==> src/rtl/adc_ctl.sv <==
module adc_ctl #(
  parameter int          ADDR_W    = 8,
  parameter logic [7:0]  CTRL_ADDR = 8'hF3,
  parameter logic [7:0]  DIV_ADDR  = 8'hF2,
  parameter int          DIV_W     = 5,
  parameter int          RES_W     = 10,
  parameter int          CONV_CLKS = 11
) (
  input  logic              clk,
  input  logic              rst_n,
  input  logic [ADDR_W-1:0] sfr_addr,
  input  logic              sfr_wr,
  input  logic [7:0]        sfr_wdata,
  output logic [7:0]        sfr_rdata,
  input  logic              irq_en,
  input  logic [RES_W-1:0]  sample_in,
  output logic [RES_W-1:0]  conv_result,
  output logic              conv_clk,
  output logic              adc_chan,
  output logic              cpu_suspend,
  output logic              adc_irq
);
  localparam int CW = $clog2(CONV_CLKS + 1);

  logic             pidle, en, eoc, busy, chsel;
  logic [DIV_W-1:0] div, dcnt;
  logic [CW-1:0]    ccnt;
  logic             wr_ctrl, wr_div, start, abort, tick, done;
  logic             wdata_unused;

  assign wr_ctrl = sfr_wr && (sfr_addr == ADDR_W'(CTRL_ADDR));
  assign wr_div  = sfr_wr && (sfr_addr == ADDR_W'(DIV_ADDR));
  assign start   = wr_ctrl && !busy && sfr_wdata[5] && sfr_wdata[3];
  assign abort   = wr_ctrl && busy && !sfr_wdata[5];
  assign tick    = busy && (dcnt >= div);
  assign done    = tick && conv_clk && (ccnt == CW'(CONV_CLKS)) && !abort;
  assign wdata_unused = ^{sfr_wdata[7], sfr_wdata[2:1]};

  always_ff @(posedge clk) begin
    if (!rst_n) begin
      pidle <= 1'b0;
      en    <= 1'b0;
      eoc   <= 1'b0;
      busy  <= 1'b0;
      chsel <= 1'b0;
      div   <= '0;
    end else begin
      if (wr_div) div <= sfr_wdata[DIV_W-1:0];
      if (wr_ctrl) en <= sfr_wdata[5];
      if (wr_ctrl && !busy) chsel <= sfr_wdata[0];
      if (done) eoc <= 1'b1;
      else if (wr_ctrl && !sfr_wdata[4]) eoc <= 1'b0;
      if (start) begin
        busy  <= 1'b1;
        pidle <= sfr_wdata[6];
      end else if (done || abort) begin
        busy  <= 1'b0;
        pidle <= 1'b0;
      end
    end
  end

  always_ff @(posedge clk) begin
    if (!rst_n || !busy || done || abort) begin
      dcnt     <= '0;
      ccnt     <= '0;
      conv_clk <= 1'b0;
    end else if (tick) begin
      dcnt     <= '0;
      conv_clk <= !conv_clk;
      if (!conv_clk) ccnt <= ccnt + CW'(1);
    end else begin
      dcnt <= dcnt + DIV_W'(1);
    end
  end

  always_ff @(posedge clk) begin
    if (!rst_n)    conv_result <= '0;
    else if (done) conv_result <= sample_in;
  end

  always_comb begin
    sfr_rdata = 8'h00;
    if (sfr_addr == ADDR_W'(CTRL_ADDR))
      sfr_rdata = {1'b0, pidle, en, eoc, busy, 2'b00, chsel};
    else if (sfr_addr == ADDR_W'(DIV_ADDR))
      sfr_rdata = {{(8-DIV_W){1'b0}}, div};
  end

  assign adc_chan    = !chsel;
  assign cpu_suspend = pidle;
  assign adc_irq     = eoc && irq_en;

  AST_START_ENABLED: assert property (@(posedge clk) disable iff (!rst_n) $rose(busy) |-> en);
  AST_CLK_ONLY_BUSY: assert property (@(posedge clk) disable iff (!rst_n) conv_clk |-> busy);
  AST_RESULT_HOLD:   assert property (@(posedge clk) disable iff (!rst_n) !busy |=> $stable(conv_result));
  AST_EOC_STICKY:    assert property (@(posedge clk) disable iff (!rst_n)
                       eoc && !(wr_ctrl && !sfr_wdata[4]) |=> eoc);
  AST_SUSPEND_CONV:  assert property (@(posedge clk) disable iff (!rst_n) pidle |-> busy);
  AST_STANDBY_IDLE:  assert property (@(posedge clk) disable iff (!rst_n) !en |-> !busy && !conv_clk);
endmodule

==> config.mk <==
export PLATFORM = sky130hd
export DESIGN_NAME = adc_ctl
export DESIGN_NICKNAME = d
export VERILOG_FILES = /design/src/rtl/adc_ctl.sv
export SDC_FILE = /design/constraint.sdc
export NUM_CORES = 1
export LEC_CHECK = 0
export CORE_MARGIN = 2
export CORE_UTILIZATION = 58
export DETAILED_ROUTE_END_ITERATION = 10
export DONT_BUFFER_PORTS = 1
export PLACE_DENSITY = 0.77
export SLEW_MARGIN = 0
export SYNTH_ARGS = -nofsm -noshare
export SYNTH_HDL_FRONTEND = slang
export SYNTH_SLANG_ARGS = --single-unit
==> constraint.sdc <==
create_clock -name clk -period 3.15 [get_ports clk]
set_input_delay 0.63 -clock clk [delete_from_list [all_inputs] [get_ports clk]]
set_output_delay 0.63 -clock clk [all_outputs]
set_load 0.01 [all_outputs]
### Word level (Yosys, flattened, before mapping)

Cells that the tools add are included.

* logic and storage cells: 52
* output and inout port bits: 22
* register bits after elaboration: 30
* input bits: 30

* bitwise logic cells: 1
* $lt $le $gt $ge: 1
* equal/unequal tests: 3
* $add $sub $neg: 2
* reductions and logical operators: 28
* mux-type cells: 7

Operator list (number)
* $eq 8x8->1 const B: 2
* $logic_and 1x1->1: 13
* $logic_not 1->1: 7
* $mux 7: 1
* $add 5x1->5 const B: 1
* $ge 5x5->1: 1
* $mux 1: 5
* $mux 5: 1
* $add 4x1->4 const B: 1
* $eq 4x4->1 const B: 1
* $logic_or 1x1->1: 4
* $reduce_bool 2->1: 2
* $reduce_and 2->1: 1
* $reduce_or 2->1: 1
* $not 1->1: 1

### Depth between registers and ports, before layout

Gate-level depths: netlist of run 1.

* word-level depth: 9
* mapped depth: 8
* mapped depth without buffers: 7

### Worst setup path before layout of run 1

Ideal clock, no wire load.

* kind: input to output
* from: input sfr_addr[3]
* to: output sfr_rdata[1]
* setup slack: 0.881 ns
* arrival time: 1.639 ns
* buffers on the path: 1
* stages on the path: 4
* cell sequence: or3b_4 -> or2_1 -> buf_6 -> nor3_1

* cells in the longest elaborated chain, start to end: 3
* elaborated cells on any way between the ends: 4
* those cells by class: 2 x eq/ne; 2 x mux

Ends and longest elaborated chain
* from (decl): line 11 `input logic [ADDR_W-1:0] sfr_addr,`
* $eq 8x8->1: line 86 `else if (sfr_addr == ADDR_W'(DIV_ADDR))`
* $mux 5: line 86
* $mux 7 *: line 84 `if (sfr_addr == ADDR_W'(CTRL_ADDR))`
* to (decl): line 14 `output logic [7:0] sfr_rdata,`

Mark *: on every way between the ends. The rest lies on a longest branch, timed or not.

### Final worst setup path of run 1

* from: register dcnt[0]
* to: register conv_result[1]

* cells in the longest elaborated chain, start to end: 5

Ends and longest elaborated chain
* from (decl): line 26 `logic [DIV_W-1:0] div, dcnt;`
* from (signal assigned): line 73 `dcnt <= dcnt + DIV_W'(1);`
* $ge 5x5->1: line 35 `assign tick = busy && (dcnt >= div);`
* $logic_and 1x1->1: line 35
* $logic_and 1x1->1 (3 in a row): line 36 `assign done = tick && conv_clk && (ccnt == CW'(CONV_CLKS)) && !abort;`
* to (signal assigned): line 79 `else if (done) conv_result <= sample_in;`
* to (decl): line 17 `output logic [RES_W-1:0] conv_result,`

Every way passes these cells.
A chain may end at the register's enable or synchronous reset.

==> results of run 1 <==
area by class of cell:
| class | count | area, µm² |
|---|---|---|
| multi-input cells | 129 | 851 |
| clock buffers | 6 | 51.3 |
| fillers | 230 | 843 |
| well taps | 30 | 37.5 |
| flip-flops and latches | 30 | 601 |
| repair buffers | 1 | 7.51 |
| inverters | 7 | 26.3 |
| clock inverters | 2 | 60.1 |
stage by stage:
| step | hold slack (ns) | utilization [%] | power (µW) |
|---|---|---|---|
| floorplan | 0.453 | - | 406 |
| global placement | 0.466 | 61.5 | 399 |
| detailed placement | 0.490 | 61.5 | 400 |
| CTS | 0.397 | 66.0 | 806 |
| global route | 0.381 | 66.0 | 822 |
| finish | 0.416 | 66.0 | 797 |
power groups by stage:
stage	Sequential (µW)	Combinational [µW]	Clock, µW
finish	379	11.7	406
global route	379	12.8	430
CTS	379	11.8	415
detailed placement	388	11.8	0
global placement	388	11.1	0
floorplan	388	17.8	0
per-layer routing:
metal	GRT usage, %	vias to the layer above	wire (µm)
met3	7.03	7	192
met5	0	-	0
met4	9.76	0	58
li1	-	598	-
met1	21.7	556	1200
met2	36.2	39	1470
placed cells by master, fill, tap and decap left out, drive strengths merged, types with 2 or more instances in the layout:
master / n
ha: 7
nor2: 9
mux2i: 19
bufinv: 2
and3: 3
nor3: 10
nand2b: 2
dfxtp: 30
nor3b: 2
nand4: 2
xnor2: 2
inv: 7
xor2: 4
a21oi: 5
nor2b: 8
nand3: 6
o21ai: 4
nand2: 28
a21boi: 2
clkbuf: 6
Yosys cell counts:
master and number:
dfxtp_1 30, nand2_1 28, mux2i_1 19, nor3_1 10, nor2_1 9, nor2b_1 8, ha_1 7, inv_1 7
nand3_1 6, a21oi_1 5, clkbuf_1 4, o21ai_0 4, xor2_1 4, and3_1 3, a21boi_0 2, buf_2 2
nand2b_1 2, nand4_1 2, xnor2_1 2, a21o_1 1, a31o_2 1, a31oi_1 1, a32oi_1 1, and2_1 1
and4_1 1, and4b_1 1, buf_4 1, buf_6 1, conb_1 1, nand4b_1 1, nor3b_1 1, nor3b_4 1
nor4_1 1, o21a_1 1, o22ai_1 1, o31a_1 1, or2_1 1, or3_1 1, or3b_4 1
final timing paths:
check                              from              to  depth (start not counted)
worst max-delay path            dcnt[0]  conv_result[1]                          8
worst min-delay path              rst_n             eoc                          1
worst max register to register  dcnt[0]  conv_result[1]                          8
worst min register to register  ccnt[1]         ccnt[1]                          2
worst reg2reg max path: stages, from the launching register on:
cell     delay, ns
dfxtp_1       0.39
inv_1         0.06
ha_1          0.27
nor2b_1       0.04
o21ai_0       0.53
a21oi_1       0.26
nor2_1        0.45
buf_4         0.27
mux2i_1       0.20
sequential cells by signal, summed over array words and instances, names as in the netlist:
name         flops
en               1
busy             1
cpu_suspend      1
chsel            1
div              5
eoc              1
conv_clk         1
conv_result     10
ccnt             4
dcnt             5
cell families after synthesis:
| group | count (synthesis) | share of synthesized area, % |
|---|---|---|
| simple gates | 78 | 26.5 |
| flops | 30 | 39.5 |
| mux | 19 | 12.5 |
| compound gates | 18 | 7.48 |
| buf+inv | 15 | 4.61 |
| fa+ha+maj | 7 | 5.76 |
| xor+xnor | 6 | 3.45 |
| other cells | 1 | 0.246 |
==> reports/summary.txt, run 1 <==
PortBufs - 0
Placed Area - 1520 µm²
Period utilization - 80.4%
Setup WS pre-CTS - 0.661 ns
Starting Density - 61.4%
Tmin final - 2.53 ns
Die Wd - 55.2 µm
Leak - 0.000574 µW
WL final - 2920 µm
I/O pins - 52
Post-route cell area - 1630 µm²
Clock net sink count - 30
Iteration count of the initial detailed-routing pass - 4
CORE AREA - 2480 µm²
Setup CP Type - reg -> reg
TritonCTS buffer count - 5
Startpoint class of the critical path - flip-flop
Worst EP required - 3.41 ns
Mapped Cells - 174
Max-slew violations - 0
CTS root buffer - clkbuf_4
CP cell instances - inv_1 -> ha_1 -> nor2b_1 -> o21ai_0 -> a21oi_1 -> nor2_1 -> buf_4 -> mux2i_1
Clock share of power - 50.9%
CTS-repair resized insts - 0
GP Congestion - 0.811
Post-synthesis instance area - 1520 µm²
Area Growth Syn to Fin - 7.40%
Slew headroom - 56.3%
Synth top area cells - dfxtp_1 (39%), mux2i_1 (13%), nand2_1 (6.9%)
Max-Cap Viols - 0
Power Density - 488 nW/µm²
Worst vdd ir - 0.504 mV
Inst Count DP - 197
Yosys warnings - 0
Share of layout cells above drive strength 1 - 6.86%
RSZ-0062 raised after global routing - false
Num rows - 18
Clk_skew - 0.0120 ns
Die height - 55.2 µm
Hold Path Class - in -> reg
CP max stage cell - o21ai_0
Outcome - complete, no violations
Post-CTS Setup Inserts - 0
Clock latency on the worst-skew pair - 0.33 ns
Register bit count reported by yosys - 30
Switching share of power - 17.8%
Worst-path clk slew - 0.10 ns
Tot GR Track Use - 20.5%
Worst Path Max Fanout - 7
Dpl hpwl - 2180 µm
Final setup viols - 0
Post-synthesis sequential area ratio - 39.5%
# diodes - 0
Setup crit end kind - flip-flop
Fin Setup TNS - 0 ns
CP peak stage delay - 0.53 ns
Final setup margin - 0.617 ns
Power Internal - 655 µW
Antenna violations before repair - 0
GRT overflow - 0
Arrival time of the worst setup path - 2.80 ns
Global-route wire length before repair - 5010 µm
Fmax - 0.395 GHz
Syn avg cell area - 8.74 µm²
Yosys top cell area share - 39.5%
Syn Nets - 211
Top Family by Delay on Critical Path - compound AO/OA/AOI/OAI gates
P_sw - 142 µW
Largest net degree at the start of global routing - 33
Clock Tree Buf Depth - 2
Final Hold Vio Count - 0
Routed vias/inst - 5.85
Post-synth top area cell - dfxtp_1
Logic pwr share - 1.5%
Worst Max-Slew Pin Slew - 0.649 ns
Synth unique cells - 39
Vias in the first global route - 1190
Post-detailed-route wirelength per cell - 14.3 µm
Residual DRC count - 0
Nets@finish - 211
Part of the power in registers - 47.6%
CTS tree - built
R2R setup slack - 0.62 ns
Crit path buffers/inverters - 2
Fin cells - 205
DRT iter0 DRCs - 39
Antenna Nets Post-Route - 0
H-Tree Level Count - 2
Die area - 3050 µm²
Via Count - 1200
Cts hold-fix bufs - 0
(Power assumes the default switching activity.)
==> inputs of run 2 (changes only) <==
==> constraint.sdc (replaced) <==
create_clock -name clk -period 2.45 [get_ports clk]
set_input_delay 0.49 -clock clk [delete_from_list [all_inputs] [get_ports clk]]
set_output_delay 0.49 -clock clk [all_outputs]
set_load 0.01 [all_outputs]
==> run 2 against run 1 <==
Combinational power up 29%. Maximum frequency up 11%. Sequential power up 28%. Die area unchanged. Register-to-register slack worse by 0.44 ns. Count of clock-buffer cells in the layout up 1. Global-route usage down 0.57 points. Core utilization down 1.8 points. Clock power down 26%. Sequential share of layout area up 1.0 points. First-iteration DRC count down 82%. Highest routed layer unchanged.
==> reports/summary.txt, run 2 (synthesis results as in run 1) <==
Outcome - complete, no violations
Leak - 0.000557 µW (-3.1%)
Power Internal - 635 µW (-3.1%)
Most common cell after layout, fill and taps aside - dfxtp_1
Vias in the first global route - 1152 (-3.2%)
Max-Cap Viols - 0 (unchanged)
Top Family by Delay on Critical Path - simple AND/OR/NAND/NOR gates
PortBufs - 0 (unchanged)
Number of flip-flops in the largest register - 10 (unchanged)
Starting Density - 61.4% (unchanged)
Setup WS pre-CTS - 0.232 ns (-0.429 ns)
CTS root buffer - clkbuf_4
Fin Setup TNS - 0 ns (unchanged)
Clock net sink count - 30 (unchanged)
Fmax - 0.439 GHz (+11%)
Hold_ws - 0.283 ns (-0.133 ns)
Antenna Nets Post-Route - 0 (unchanged)
Storage cell area - 601 µm² (unchanged)
WL final - 2830 µm (-3.1%)
Routed vias/inst - 5.73 (-2.1%)
Top reg by flops - conv_result
Die Wd - 55.2 µm (unchanged)
H-Tree Level Count - 2 (unchanged)
Setup CP Type - reg -> reg
Dpl hpwl - 2150 µm (-1.1%)
Residual DRC count - 0 (unchanged)
DRT iter0 DRCs - 7 (-82%)
Slew headroom - 65.1% (+8.9 points)
Tmin final - 2.28 ns (-0.255 ns)
P_sw - 170 µW (+20%)
Global-route wire length before repair - 4860 µm (-2.9%)
Clk_skew - 0.00503 ns (-0.00694 ns)
Worst vdd ir - 0.413 mV (-18%)
Power Density - 506 nW/µm² (+3.7%)
Crit path buffers/inverters - 1 (-1)
Clock latency on the worst-skew pair - 0.33 ns (about the same)
Part of the power in registers - 60.6% (+13 points)
Post-detailed-route wirelength per cell - 13.8 µm (-3.5%)
Logic pwr share - 1.9% (+0.4 points)
Antenna violations before repair - 0 (unchanged)
Arrival time of the worst setup path - 2.53 ns (-0.27 ns)
Max-slew violations - 0 (unchanged)
# diodes - 0 (unchanged)
Worst Path Max Fanout - 10 (+3)
Area of the multi-input gates - 851 µm² (unchanged)
Final setup viols - 0 (unchanged)
RSZ-0062 raised after global routing - false
Die area - 3050 µm² (unchanged)
CP peak stage delay - 0.43 ns (-0.10 ns)
Worst-path clk slew - 0.09 ns (about the same)
TritonCTS buffer count - 5 (unchanged)
Top flop regs - conv_result: 10 flops, dcnt: 5 flops, div: 5 flops
CTS-repair resized insts - 0 (unchanged)
Final Hold Vio Count - 0 (unchanged)
Nets@finish - 212 (+0.47%)
I/O pins - 52 (unchanged)
Final setup margin - 0.172 ns (-0.445 ns)
Hold Path Class - in -> reg
CORE AREA - 2480 µm² (unchanged)
Tot GR Track Use - 20.0% (-0.57 points)
Post-CTS Setup Inserts - 0 (unchanged)
CP max stage cell - nand4_1
Most frequent cells in the layout - dfxtp_1 (30), nand2_1 (28), mux2i_1 (19)
Num rows - 18 (unchanged)
GP Congestion - 0.797 (-1.7%)
CP cell instances - inv_1 -> ha_1 -> a21o_1 -> and3_1 -> a21oi_1 -> nand4_1 -> nor3_1
Period utilization - 93.0% (+13 points)
Largest net degree at the start of global routing - 33 (unchanged)
Clock Tree Buf Depth - 2 (unchanged)
Clock share of power - 37.5% (-13 points)
Worst Max-Slew Pin Slew - 0.518 ns (-0.131 ns)
R2R setup slack - 0.17 ns (-0.44 ns)
Via Count - 1181 (-1.6%)
Cts hold-fix bufs - 0 (unchanged)
Worst EP required - 2.70 ns (-0.71 ns)
Iteration count of the initial detailed-routing pass - 4 (unchanged)
Share of layout cells above drive strength 1 - 6.82% (-0.039 points)
GRT overflow - 0 (unchanged)
Die height - 55.2 µm (unchanged)
Switching share of power - 21.1% (+3.3 points)
CTS tree - built
Startpoint class of the critical path - flip-flop
Area Growth Syn to Fin - 4.52%
Filler Cells Inserted - 227 (-1.3%)
Setup crit end kind - flip-flop
-- run 2: changes by cell type in the layout (fill, tap and decap cells not counted) --
cell | before | now
buf_4 | 1 | 2
clkbuf_1 | 0 | 1
clkinv_2 | 0 | 1
bufinv_16 | 2 | 0
-- run 2: worst reg2reg max path, stage by stage (launching register included) --
cell     delay, ns
dfxtp_1       0.36
inv_1         0.05
ha_1          0.35
a21o_1        0.25
and3_1        0.17
a21oi_1       0.29
nand4_1       0.43
nor3_1        0.30
-- run 2: per-stage QoR --
step | cell area (µm²) | total power, µW | instances | util [%]
final | 1590 | 804 | 206 | 64.2
after global placement | 1530 | 513 | 198 | 61.8
after global routing | 1590 | 836 | 206 | 64.2
after floorplan | 1520 | 522 | 174 | -
after detailed placement | 1530 | 514 | 198 | 61.8
after CTS | 1590 | 814 | 206 | 64.2
-- run 2: area by class of cell --
| type | count | share of cell area, % |
|---|---|---|
| clock inverters | 1 | 0.315 |
| clock buffers | 7 | 3.46 |
| inverters | 7 | 1.65 |
| flip-flops and latches | 30 | 37.8 |
| well taps | 30 | 2.36 |
| repair buffers | 2 | 0.944 |
| multi-input cells | 129 | 53.5 |
-- run 2: final timing paths --
check,cells past startpoint,startpoint,to
worst max-delay path,7,div[4],dcnt[2]
worst min-delay path,1,rst_n,eoc
worst max register to register,7,div[4],dcnt[2]
worst min register to register,2,en,en
-- run 2: power groups by stage --
stage / combinational [µW] / sequential, µW / clock, µW
6_report: 15.1 / 487 / 302
5_1_grt: 16.6 / 488 / 332
4_1_cts: 15.1 / 487 / 311
3_5_place_dp: 15.1 / 499 / 0
3_3_place_gp: 14.4 / 499 / 0
2_1_floorplan: 22.8 / 499 / 0
-- run 2: routing by layer --
| layer | up-vias | wire, µm | track usage, % | share of wire (%) |
|---|---|---|---|---|
| li1 | 600 | - | - | - |
| met1 | 534 | 1200 | 21.3 | 42 |
| met2 | 39 | 1340 | 34.2 | 47 |
| met3 | 8 | 237 | 8.67 | 8.4 |
| met4 | 0 | 54 | 8.36 | 1.9 |
| met5 | - | 0 | 0 | 0 |
==> inputs of run 3 (changes only) <==
--- a/config.mk
+++ b/config.mk
@@ -9,7 +9,7 @@
 export CORE_UTILIZATION = 58
 export DETAILED_ROUTE_END_ITERATION = 10
 export DONT_BUFFER_PORTS = 1
-export PLACE_DENSITY = 0.77
+export PLACE_DENSITY = 0.73
 export SLEW_MARGIN = 0
 export SYNTH_ARGS = -nofsm -noshare
 export SYNTH_HDL_FRONTEND = slang
==> run 3 against run 2 <==
Sequential power is essentially flat. Cell count unchanged. Combinational power is essentially flat. Clock power down 13%. Maximum frequency rose by 6.0%. Setup slack improved by 0.13 ns.
==> reports/summary.txt, run 3 (synthesis results as in run 1) <==
Outcome - complete, no violations
Tmin final - 2.15 ns (-0.129 ns)
Worst EP required - 2.70 ns (about the same)
Number of flip-flops in the largest register - 10 (unchanged)
Worst-path clk slew - 0.09 ns (about the same)
Leak - 0.000551 µW (-1.0%)
Global-route wire length before repair - 4960 µm (+2.0%)
DRT iter0 DRCs - 42 (+35)
CORE AREA - 2480 µm² (unchanged)
Final Hold Vio Count - 0 (unchanged)
I/O pins - 52 (unchanged)
Routed vias/inst - 5.77 (+0.59%)
Antenna violations before repair - 0 (unchanged)
CTS root buffer - clkbuf_4
Power Density - 483 nW/µm² (-4.5%)
Top Family by Delay on Critical Path - compound AO/OA/AOI/OAI gates
Arrival time of the worst setup path - 2.40 ns (-0.13 ns)
Setup crit end kind - flip-flop
Most frequent cells in the layout - dfxtp_1 (30), nand2_1 (28), mux2i_1 (19)
CP max stage cell - o21ai_0
# diodes - 0 (unchanged)
PortBufs - 0 (unchanged)
TritonCTS buffer count - 5 (unchanged)
WL final - 2920 µm (+3.1%)
Starting Density - 61.4% (unchanged)
Hold_ws - 0.302 ns (+0.0187 ns)
Startpoint class of the critical path - flip-flop
H-Tree Level Count - 2 (unchanged)
Cts hold-fix bufs - 0 (unchanged)
Post-CTS Setup Inserts - 0 (unchanged)
Die Wd - 55.2 µm (unchanged)
Period utilization - 87.7% (-5.3 points)
Worst setup startpoint - dcnt[0]
CP cell instances - inv_1 -> ha_1 -> nor2b_1 -> o21ai_0 -> a21oi_1 -> nor2_1 -> buf_4 -> mux2i_1
Tot GR Track Use - 20.2% (+0.23 points)
Hold path start - rst_n
Die height - 55.2 µm (unchanged)
Clock Tree Buf Depth - 2 (unchanged)
Largest net degree at the start of global routing - 33 (unchanged)
Share of layout cells above drive strength 1 - 6.25% (-0.57 points)
Dpl hpwl - 2230 µm (+3.6%)
Clock net sink count - 30 (unchanged)
CTS-repair resized insts - 0 (unchanged)
Num rows - 18 (unchanged)
Antenna Nets Post-Route - 0 (unchanged)
Worst vdd ir - 0.337 mV (-19%)
Top flop regs - conv_result: 10 flops, dcnt: 5 flops, div: 5 flops
Clock latency on the worst-skew pair - 0.32 ns (about the same)
Residual DRC count - 0 (unchanged)
RSZ-0062 raised after global routing - false
Final setup viols - 0 (unchanged)
GRT overflow - 0 (unchanged)
Clk_skew - 0.00608 ns (+0.00105 ns)
Hold Path Class - in -> reg
Top reg by flops - conv_result
Via Count - 1188 (+0.59%)
Post-detailed-route wirelength per cell - 14.2 µm (+3.1%)
Setup CP Type - reg -> reg
Nets@finish - 213 (+0.47%)
CP peak stage delay - 0.50 ns (+0.07 ns)
Worst r2r src - dcnt[0]
Fin Setup TNS - 0 ns (unchanged)
Vias in the first global route - 1111 (-3.6%)
Most common cell after layout, fill and taps aside - dfxtp_1
Max-Cap Viols - 0 (unchanged)
CTS tree - built
Die area - 3050 µm² (unchanged)
Fmax - 0.465 GHz (+6.0%)
Worst Path Max Fanout - 7 (-3)
Iteration count of the initial detailed-routing pass - 4 (unchanged)
Max-slew violations - 0 (unchanged)
Area Growth Syn to Fin - 4.03%
Crit path buffers/inverters - 2 (+1)
Worst Max-Slew Pin Slew - 0.614 ns (+0.0959 ns)
GP Congestion - 0.766 (-3.9%)
Slew headroom - 58.7% (-6.5 points)
run 3: per-stage QoR:
step | total power, µW | cells | instance area [µm²] | setup slack, ns | utilization [%]
floorplan | 522 | 174 | 1520 | 0.461 | -
global placement | 513 | 198 | 1530 | 0.298 | 61.8
detailed placement | 514 | 198 | 1530 | 0.195 | 61.8
CTS | 771 | 205 | 1580 | 0.182 | 63.6
global route | 796 | 206 | 1580 | 0.0909 | 63.9
finish | 765 | 206 | 1580 | 0.301 | 63.9
run 3: cell type report:
class / instances / area (µm²)
multi-input combinational: 129 / 851
clock buffer: 7 / 45.0
timing repair buffer: 3 / 22.5
tap: 30 / 37.5
inverter: 7 / 26.3
sequential: 30 / 601
fill: 234 / 895
run 3: layer usage:
layer / vias up / GRT usage, % / share of wire [%]
met3: 8 / 6.56 / 7.6
li1: 603 / - / -
met1: 533 / 25.3 / 42
met2: 44 / 32.0 / 48
met4: 0 / 8.36 / 2.1
met5: - / 0 / 0
run 3: worst paths after layout:
| kind | endpoint | slack, ns | cells after the start |
|---|---|---|---|
| max | conv_result[2] | 0.30 | 8 |
| min | div[0] | 0.30 | 1 |
| min reg2reg | en | 0.49 | 2 |
| max reg2reg | conv_result[2] | 0.30 | 8 |
run 3: where the power goes:
group	switching (µW)	internal, µW	total (µW)
registers	0.140	487	487
logic	6.35	8.64	15.0
clock network	155	108	263
total	161	604	765
